`config.mk`:
```
export PLATFORM = sky130hd
export DESIGN_NAME = pll_pwrseq
export DESIGN_NICKNAME = d
export VERILOG_FILES = /design/src/rtl/pll_pwrseq_pkg.sv /design/src/rtl/pll_pwrseq_timer.sv /design/src/rtl/pll_pwrseq_fsm.sv /design/src/rtl/pll_pwrseq_ctl.sv /design/src/rtl/pll_pwrseq.sv
export SDC_FILE = /design/constraint.sdc
export NUM_CORES = 1
export LEC_CHECK = 0
export ABC_CLOCK_PERIOD_IN_PS = 1800
export CORE_UTILIZATION = 35
export CTS_BUF_LIST = sky130_fd_sc_hd__clkbuf_8
export CTS_CLUSTER_SIZE = 25
export DETAILED_ROUTE_END_ITERATION = 8
export PLACE_DENSITY = 0.53
export SYNTH_ARGS = -nofsm -noshare
export SYNTH_HDL_FRONTEND = slang
export SYNTH_SLANG_ARGS = --single-unit
```
`constraint.sdc`:
```
create_clock -name clk_i -period 1.8 [get_ports clk_i]
set_input_delay 0.27 -clock clk_i [delete_from_list [all_inputs] [get_ports clk_i]]
set_output_delay 0.27 -clock clk_i [all_outputs]
set_load 0.03 [all_outputs]
```
`src/rtl/pll_pwrseq_pkg.sv`:
```
package pll_pwrseq_pkg;

    typedef enum logic [1:0] {
        SEQ_OFF    = 2'd0,
        SEQ_BYPASS = 2'd1,
        SEQ_LOCK   = 2'd2,
        SEQ_ON     = 2'd3
    } seq_state_e;

    // Packed so that bit positions match the PLL control word.
    typedef struct packed {
        logic test_mode;   // bit 3
        logic rst_n;       // bit 2
        logic bypass_off;  // bit 1
        logic out_en;      // bit 0
    } pll_ctl_t;

    localparam int CTL_W = 4;

endpackage

```
`src/rtl/pll_pwrseq_timer.sv`:
```
module pll_pwrseq_timer #(
    parameter int CNT_W = 8
) (
    input  logic             clk_i,
    input  logic             rst_i,
    input  logic             load_i,
    input  logic [CNT_W-1:0] load_val_i,
    output logic             expired_o
);

    typedef struct packed {
        logic [CNT_W-1:0] cnt;
    } tmr_reg_t;

    tmr_reg_t tmr_d, tmr_q;

    always_comb begin
        tmr_d = tmr_q;
        if (load_i) begin
            tmr_d.cnt = load_val_i;
        end else if (tmr_q.cnt != '0) begin
            tmr_d.cnt = tmr_q.cnt - 1'b1;
        end
    end

    always_ff @(posedge clk_i) begin
        if (rst_i) begin
            tmr_q <= '0;
        end else begin
            tmr_q <= tmr_d;
        end
    end

    assign expired_o = (tmr_q.cnt == '0);

endmodule

```
`src/rtl/pll_pwrseq_fsm.sv`:
```
module pll_pwrseq_fsm
    import pll_pwrseq_pkg::*;
#(
    parameter int               CNT_W     = 8,
    parameter logic [CNT_W-1:0] BYP_LOAD  = '0,
    parameter logic [CNT_W-1:0] LOCK_LOAD = '0
) (
    input  logic             clk_i,
    input  logic             rst_i,
    input  logic             en_req_i,
    input  logic             dis_req_i,
    input  logic             expired_i,
    output seq_state_e       state_nxt_o,
    output logic             load_o,
    output logic [CNT_W-1:0] load_val_o
);

    typedef struct packed {
        seq_state_e state;
    } fsm_reg_t;

    fsm_reg_t fsm_d, fsm_q;

    always_comb begin
        fsm_d      = fsm_q;
        load_o     = 1'b0;
        load_val_o = BYP_LOAD;
        if (dis_req_i) begin
            fsm_d.state = SEQ_OFF;
        end else begin
            unique case (fsm_q.state)
                SEQ_OFF: begin
                    if (en_req_i) begin
                        fsm_d.state = SEQ_BYPASS;
                        load_o      = 1'b1;
                        load_val_o  = BYP_LOAD;
                    end
                end
                SEQ_BYPASS: begin
                    if (expired_i) begin
                        fsm_d.state = SEQ_LOCK;
                        load_o      = 1'b1;
                        load_val_o  = LOCK_LOAD;
                    end
                end
                SEQ_LOCK: begin
                    if (expired_i) begin
                        fsm_d.state = SEQ_ON;
                    end
                end
                SEQ_ON: begin
                    fsm_d.state = SEQ_ON;
                end
                default: begin
                    fsm_d.state = SEQ_OFF;
                end
            endcase
        end
    end

    always_ff @(posedge clk_i) begin
        if (rst_i) begin
            fsm_q.state <= SEQ_OFF;
        end else begin
            fsm_q <= fsm_d;
        end
    end

    assign state_nxt_o = fsm_d.state;

endmodule

```
`src/rtl/pll_pwrseq_ctl.sv`:
```
module pll_pwrseq_ctl
    import pll_pwrseq_pkg::*;
(
    input  logic       clk_i,
    input  logic       rst_i,
    input  seq_state_e state_nxt_i,
    output pll_ctl_t   ctl_o,
    output logic       ready_o
);

    typedef struct packed {
        pll_ctl_t ctl;
        logic     ready;
    } out_reg_t;

    out_reg_t out_d, out_q;

    always_comb begin
        out_d = '0;
        unique case (state_nxt_i)
            SEQ_OFF: begin
                out_d = '0;
            end
            SEQ_BYPASS: begin
                out_d.ctl.bypass_off = 1'b1;
            end
            SEQ_LOCK: begin
                out_d.ctl.bypass_off = 1'b1;
                out_d.ctl.rst_n      = 1'b1;
            end
            SEQ_ON: begin
                out_d.ctl.bypass_off = 1'b1;
                out_d.ctl.rst_n      = 1'b1;
                out_d.ctl.out_en     = 1'b1;
                out_d.ready          = 1'b1;
            end
            default: begin
                out_d = '0;
            end
        endcase
    end

    always_ff @(posedge clk_i) begin
        if (rst_i) begin
            out_q <= '0;
        end else begin
            out_q <= out_d;
        end
    end

    assign ctl_o   = out_q.ctl;
    assign ready_o = out_q.ready;

endmodule

```
`src/rtl/pll_pwrseq.sv`:
```
module pll_pwrseq
    import pll_pwrseq_pkg::*;
#(
    parameter int CYC_PER_US = 19,
    parameter int BYP_US     = 10,
    parameter int LOCK_US    = 50
) (
    input  logic             clk_i,
    input  logic             rst_i,
    input  logic             en_req_i,
    input  logic             dis_req_i,
    output logic [CTL_W-1:0] pll_ctl_o,
    output logic             ready_o
);

    localparam int BYP_CYC  = CYC_PER_US * BYP_US;
    localparam int LOCK_CYC = CYC_PER_US * LOCK_US;
    localparam int MAX_CYC  = (BYP_CYC > LOCK_CYC) ? BYP_CYC : LOCK_CYC;
    localparam int CNT_W    = (MAX_CYC > 1) ? $clog2(MAX_CYC) : 1;
    localparam logic [CNT_W-1:0] BYP_LOAD  = CNT_W'(BYP_CYC - 1);
    localparam logic [CNT_W-1:0] LOCK_LOAD = CNT_W'(LOCK_CYC - 1);

    seq_state_e       state_nxt;
    logic             tmr_load;
    logic [CNT_W-1:0] tmr_load_val;
    logic             tmr_expired;
    pll_ctl_t         ctl;

    pll_pwrseq_fsm #(
        .CNT_W     (CNT_W),
        .BYP_LOAD  (BYP_LOAD),
        .LOCK_LOAD (LOCK_LOAD)
    ) fsm_i (
        .clk_i       (clk_i),
        .rst_i       (rst_i),
        .en_req_i    (en_req_i),
        .dis_req_i   (dis_req_i),
        .expired_i   (tmr_expired),
        .state_nxt_o (state_nxt),
        .load_o      (tmr_load),
        .load_val_o  (tmr_load_val)
    );

    pll_pwrseq_timer #(
        .CNT_W (CNT_W)
    ) timer_i (
        .clk_i      (clk_i),
        .rst_i      (rst_i),
        .load_i     (tmr_load),
        .load_val_i (tmr_load_val),
        .expired_o  (tmr_expired)
    );

    pll_pwrseq_ctl ctl_i (
        .clk_i       (clk_i),
        .rst_i       (rst_i),
        .state_nxt_i (state_nxt),
        .ctl_o       (ctl),
        .ready_o     (ready_o)
    );

    assign pll_ctl_o = ctl;

endmodule

```
# [Yosys cells after proc, flatten, opt, wreduce, memory -nomap -nowiden]
# Cells that the tools add are included.
# W data, S select, Z words.
[word_totals] reg_bits=16 in_bits=4 output_inout_bits=5 elab_cells=37
[op_classes] add_sub_neg=1 eq_ne=6 n_mux=17 reduce_logical=7
[op_table] cell="$mux W10" n=5
[op_table] cell="$logic_not A10 Y1" n=1
[op_table] cell="$mux W2" n=5
[op_table] cell="$reduce_bool A10 Y1" n=1
[op_table] cell="$sub A10 B1 Y10 const B" n=1
[op_table] cell="$eq A2 B2 Y1 const B" n=4
[op_table] cell="$pmux W2 S4" n=1
[op_table] cell="$eq A2 B1 Y1 const B" n=2
[op_table] cell="$logic_not A2 Y1" n=2
[op_table] cell="$mux W1" n=4
[op_table] cell="$pmux W1 S2" n=2
[op_table] cell="$reduce_or A3 Y1" n=1
[op_table] cell="$reduce_bool A2 Y1" n=1
[op_table] cell="$reduce_or A2 Y1" n=1

# [Longest topological paths before layout]
[depth] ltp_word=7 ltp_mapped=7 ltp_nobuf=6

# [By module]
# Synthesis repeated with hierarchy kept, for this count alone.
[hier_totals] hier_cells=106 hier_area_um2=907.1
[modules_own_cells] mod="pll_pwrseq_timer" instances=1 cells_per_inst=73 area_each_um2=613.1 seq_area_each_um2=200.2
[modules_own_cells] mod="pll_pwrseq_fsm" instances=1 cells_per_inst=24 area_each_um2=186.4 seq_area_each_um2=40.0
[modules_own_cells] mod="pll_pwrseq_ctl" instances=1 cells_per_inst=9 area_each_um2=107.6 seq_area_each_um2=60.1

# [Worst setup path after synthesis]
# No wires, ideal clock.
[synth_path] path_kind="reg2reg" startpoint="register timer_i.tmr_q[0] (netlist bit)" endpoint="register timer_i.tmr_q[5] (netlist bit)" setup_time_ns=0.075 arrival_ns=1.634 required_ns=1.725 setup_slack_ns=0.091 stages_incl_launch_ff=8 path_buffers=1 period_less_slack_ns=1.709 path_cell_list="dfxtp_1 inv_1 ha_1 nor3b_1 and3_1 buf_6 or4_1 a31oi_1"
[synth_via] elab_chain_len=5 word_cells_on_any_way=9 classes_between="add/sub: 1; mux: 5; reduce/logical: 3"
[synth_lines] item="from (decl)" line_no="pll_pwrseq_timer.sv:15" rtl="tmr_reg_t tmr_d, tmr_q;"
[synth_lines] item="from (signal assigned)" line_no="pll_pwrseq_timer.sv:30" rtl="tmr_q <= tmr_d;"
[synth_lines] item="parallel branches: the longest is 5 deep, another holds $sub A10 B1 Y10"
# Parallel ways; which one is timed is not known. The select of a mux whose other input is x is not followed.
# A chain may end at the register's enable or synchronous reset.

# [Worst setup path after layout]
# Ends and elaborated chain as after synthesis.

==> summary.txt <==
Outcome
  – Outcome: completed

STA
  – Period utilization: 0.946
  – Final WS setup: about 100 ps
  – Final min period: between 1500 and 2000 ps
  – FMAX: between 0.5 and 0.6 GHz
  – Hold Vio Cnt, Final: 0
  – Setup violators final: 0
  – Post-route clock skew: around 2.5 ps
  – RSZ-0062 raised after global routing: no
  – Setup tns final: 0 ps
  – Max Slew Vio Count: 0

Pwr
  – Power Dens Cells: approximately 1500 nW/µm²
  – Final Total Pwr: 1.42 mW
  – Pleak: between 0.3 and 0.4 nW
  – Peak supply drop: 0.727 mV

Clocking
  – Clock Latency Late Sink: around 240 ps
  – Clock Path Buffers: 2
  – Num CTS Buffers: 3
  – Reg clk slew, reported paths: 60 ps
  – Clk sink count: 15
  – CTS tree: done
  – Post-cts hold buffer count: 0
  – Root Driver: clkbuf_8
  – Post-CTS setup buffer count: 0
  – H-tree levels: 1

Drt
  – Post-DR wirelength/cell: approximately 12 µm
  – DR pass1 iterations: 3
  – ANT nets after route: 0
  – Routed wire length: 1.48 mm
  – DRC viols: 0
  – Initial drt markers: 10
  – Routed vias/inst: about 5.2
  – Vias: 618

Placed design
  – Dpl hpwl: ~1.1 mm
  – Port bufs: 7
  – GPL Wtd Cong: 0.771
  – Pre-CTS setup slack: -59.0 ps

Global routing
  – GR Overflow Total: 0
  – Global-route wire length before repair: about 2.2 mm
  – Initial antenna violation count: 0
  – GRT Total Usage: 0.142
  – Largest net degree at the start of global routing: 11
  – Vias in the first global route: about 490

Floorplanning
  – Die area: approximately 2300 µm²
  – Core area: 1960 µm²
  – Die width: about 48 µm
  – Die height: roughly 48 µm
  – Site Rows: 16
  – Initial Util: 0.374
  – Io pins: 9

Yosys
  – Warnings from Yosys: 0
  – Gate count after technology mapping: just under 80
  – Ys flop type: dfxtp_1
  – Top post-synthesis cells by area: dfxtp_1 (41%), nor2_1 (3.6%), a21oi_1 (3.4%)
  – Asr flop ratio synth: 0
  – Flops & latches, synth: 15
  – Post-synth EDFFs: 0
  – Most frequent cell after synthesis: dfxtp_1
  – Synth top cells by count: dfxtp_1 (15), nor2_1 (7), nand2_1 (6)
  – Area leader, netlist: dfxtp_1
  – Area of the mapped netlist: roughly 730 µm²
  – Synthesized netlist net count: 83
  – Post-synthesis sequential area ratio: 0.410
  – Syn_area_per_cell: 9.40 µm²
  – Post-synth top area share: 0.410
  – Netlist cell types: 36

Critical path
  – WP data required: between 1500 and 2000 ps
  – Crit-path max FO: 9
  – Crit path launch type: flop
  – Arrival @ worst endpoint: roughly 1900 ps
  – Kind of critical path: flop to flop
  – Worst R2R Path Depth: 6
  – Crit end category: flop

Layout
  – Ant diodes: 0
  – Area delta synth->final: 25.8%
  – Share of cells above drive strength 1: 0.217
  – Final core occ: 0.470
  – Final net count: between 90 and 100

Min path
  – Hold WC Path Type: flop to flop
  – Hold-critical path depth: 2

Run
  – Max_cap viols: 0
-- cells in the final DEF (no fill, tap or decap), types with 2 or more instances in the layout --
cell type,Yosys,layout
dfxtp_1,15,15
nor2_1,7,7
clkdlybuf4s50_1,0,7
buf_4,2,7
nand2_1,6,6
a21oi_1,5,5
inv_1,2,3
a31oi_1,3,3
o31ai_1,3,3
clkbuf_8,0,3
nor3b_2,1,2
nor4_2,2,2
nor3_1,2,2
or3b_1,2,2
xnor2_1,2,2
or3_1,2,2
or4_1,2,2
-- sequential cells by signal (all words and copies together), names as in the netlist --
signal / count
fsm_i.fsm_q: 2
ctl_i.ready_o: 1
ctl_i.ctl_o: 2
timer_i.tmr_q: 10
-- final cells by class --
class | count | area [µm²]
Tap cell | 27 | 33.8
Sequential cell | 15 | 300
Timing Repair Buffer | 14 | 123
Inverter | 2 | 7.51
Clock inverter | 1 | 3.75
Clock buffer | 3 | 41.3
Multi-Input combinational cell | 57 | 413
Fill cell | 219 | 1040
-- what timing repair did --
action | 4_1_cts | 5_1_grt
gates resized for setup | 2 | 3
pin swaps | 0 | 1
setup endpoints to repair | 4 | 5
-- worst max-delay path, cell delays in order, from the launching register on --
cell and delay (ps):
dfxtp_1 340, inv_1 70, ha_2 200, nor3b_2 170
and3_4 190, or4_1 470, a31oi_1 180
-- where the power goes --
group	total [mW]	leakage (nW)	internal (mW)	switching (mW)
combinational	0.647	0.198	0.318	0.329
sequential	0.513	0.123	0.418	0.0953
clock	0.262	0.0269	0.151	0.111
total	1.42	0.349	0.886	0.536
-- layer usage --
layer / part of all wire / track usage
met2: 0.45 / 0.195
met3: 0.020 / 0.0340
met5: 0 / 0
met4: 0.0074 / 0.0500
met1: 0.52 / 0.215
-- kinds of logic (layout without fill, tap and decap cells) --
family,Yosys count,after routing,share of synthesized area
compound gates,19,19,0.188
fa+ha+maj,1,1,0.0171
simple gates,33,33,0.292
flops,15,15,0.410
other cells,1,1,0.00511
mux,1,1,0.0137
xor+xnor,2,2,0.0239
buf+inv,6,20,0.0512
-- stage by stage --
stage | area [µm²] | hold WS, ps | std cells
6_report | 922 | 529 | 119
5_1_grt | 922 | 563 | 119
4_1_cts | 910 | 529 | 119
3_5_place_dp | 860 | 513 | 115
3_3_place_gp | 860 | 517 | 115
2_1_floorplan | 733 | 342 | 78
-- path summary, 6_finish.rpt --
check | startpoint | slack, ps | endpoint
worst min-delay path | timer_i.tmr_q[8]$_SDFFE_PP0P_ | 530 | timer_i.tmr_q[8]$_SDFFE_PP0P_
worst max-delay path | timer_i.tmr_q[0]$_SDFFE_PP0P_ | 100 | timer_i.tmr_q[5]$_SDFFE_PP0P_
worst max register to register | timer_i.tmr_q[0]$_SDFFE_PP0P_ | 100 | timer_i.tmr_q[5]$_SDFFE_PP0P_
worst min register to register | timer_i.tmr_q[8]$_SDFFE_PP0P_ | 530 | timer_i.tmr_q[8]$_SDFFE_PP0P_
(Power assumes the default switching activity.)
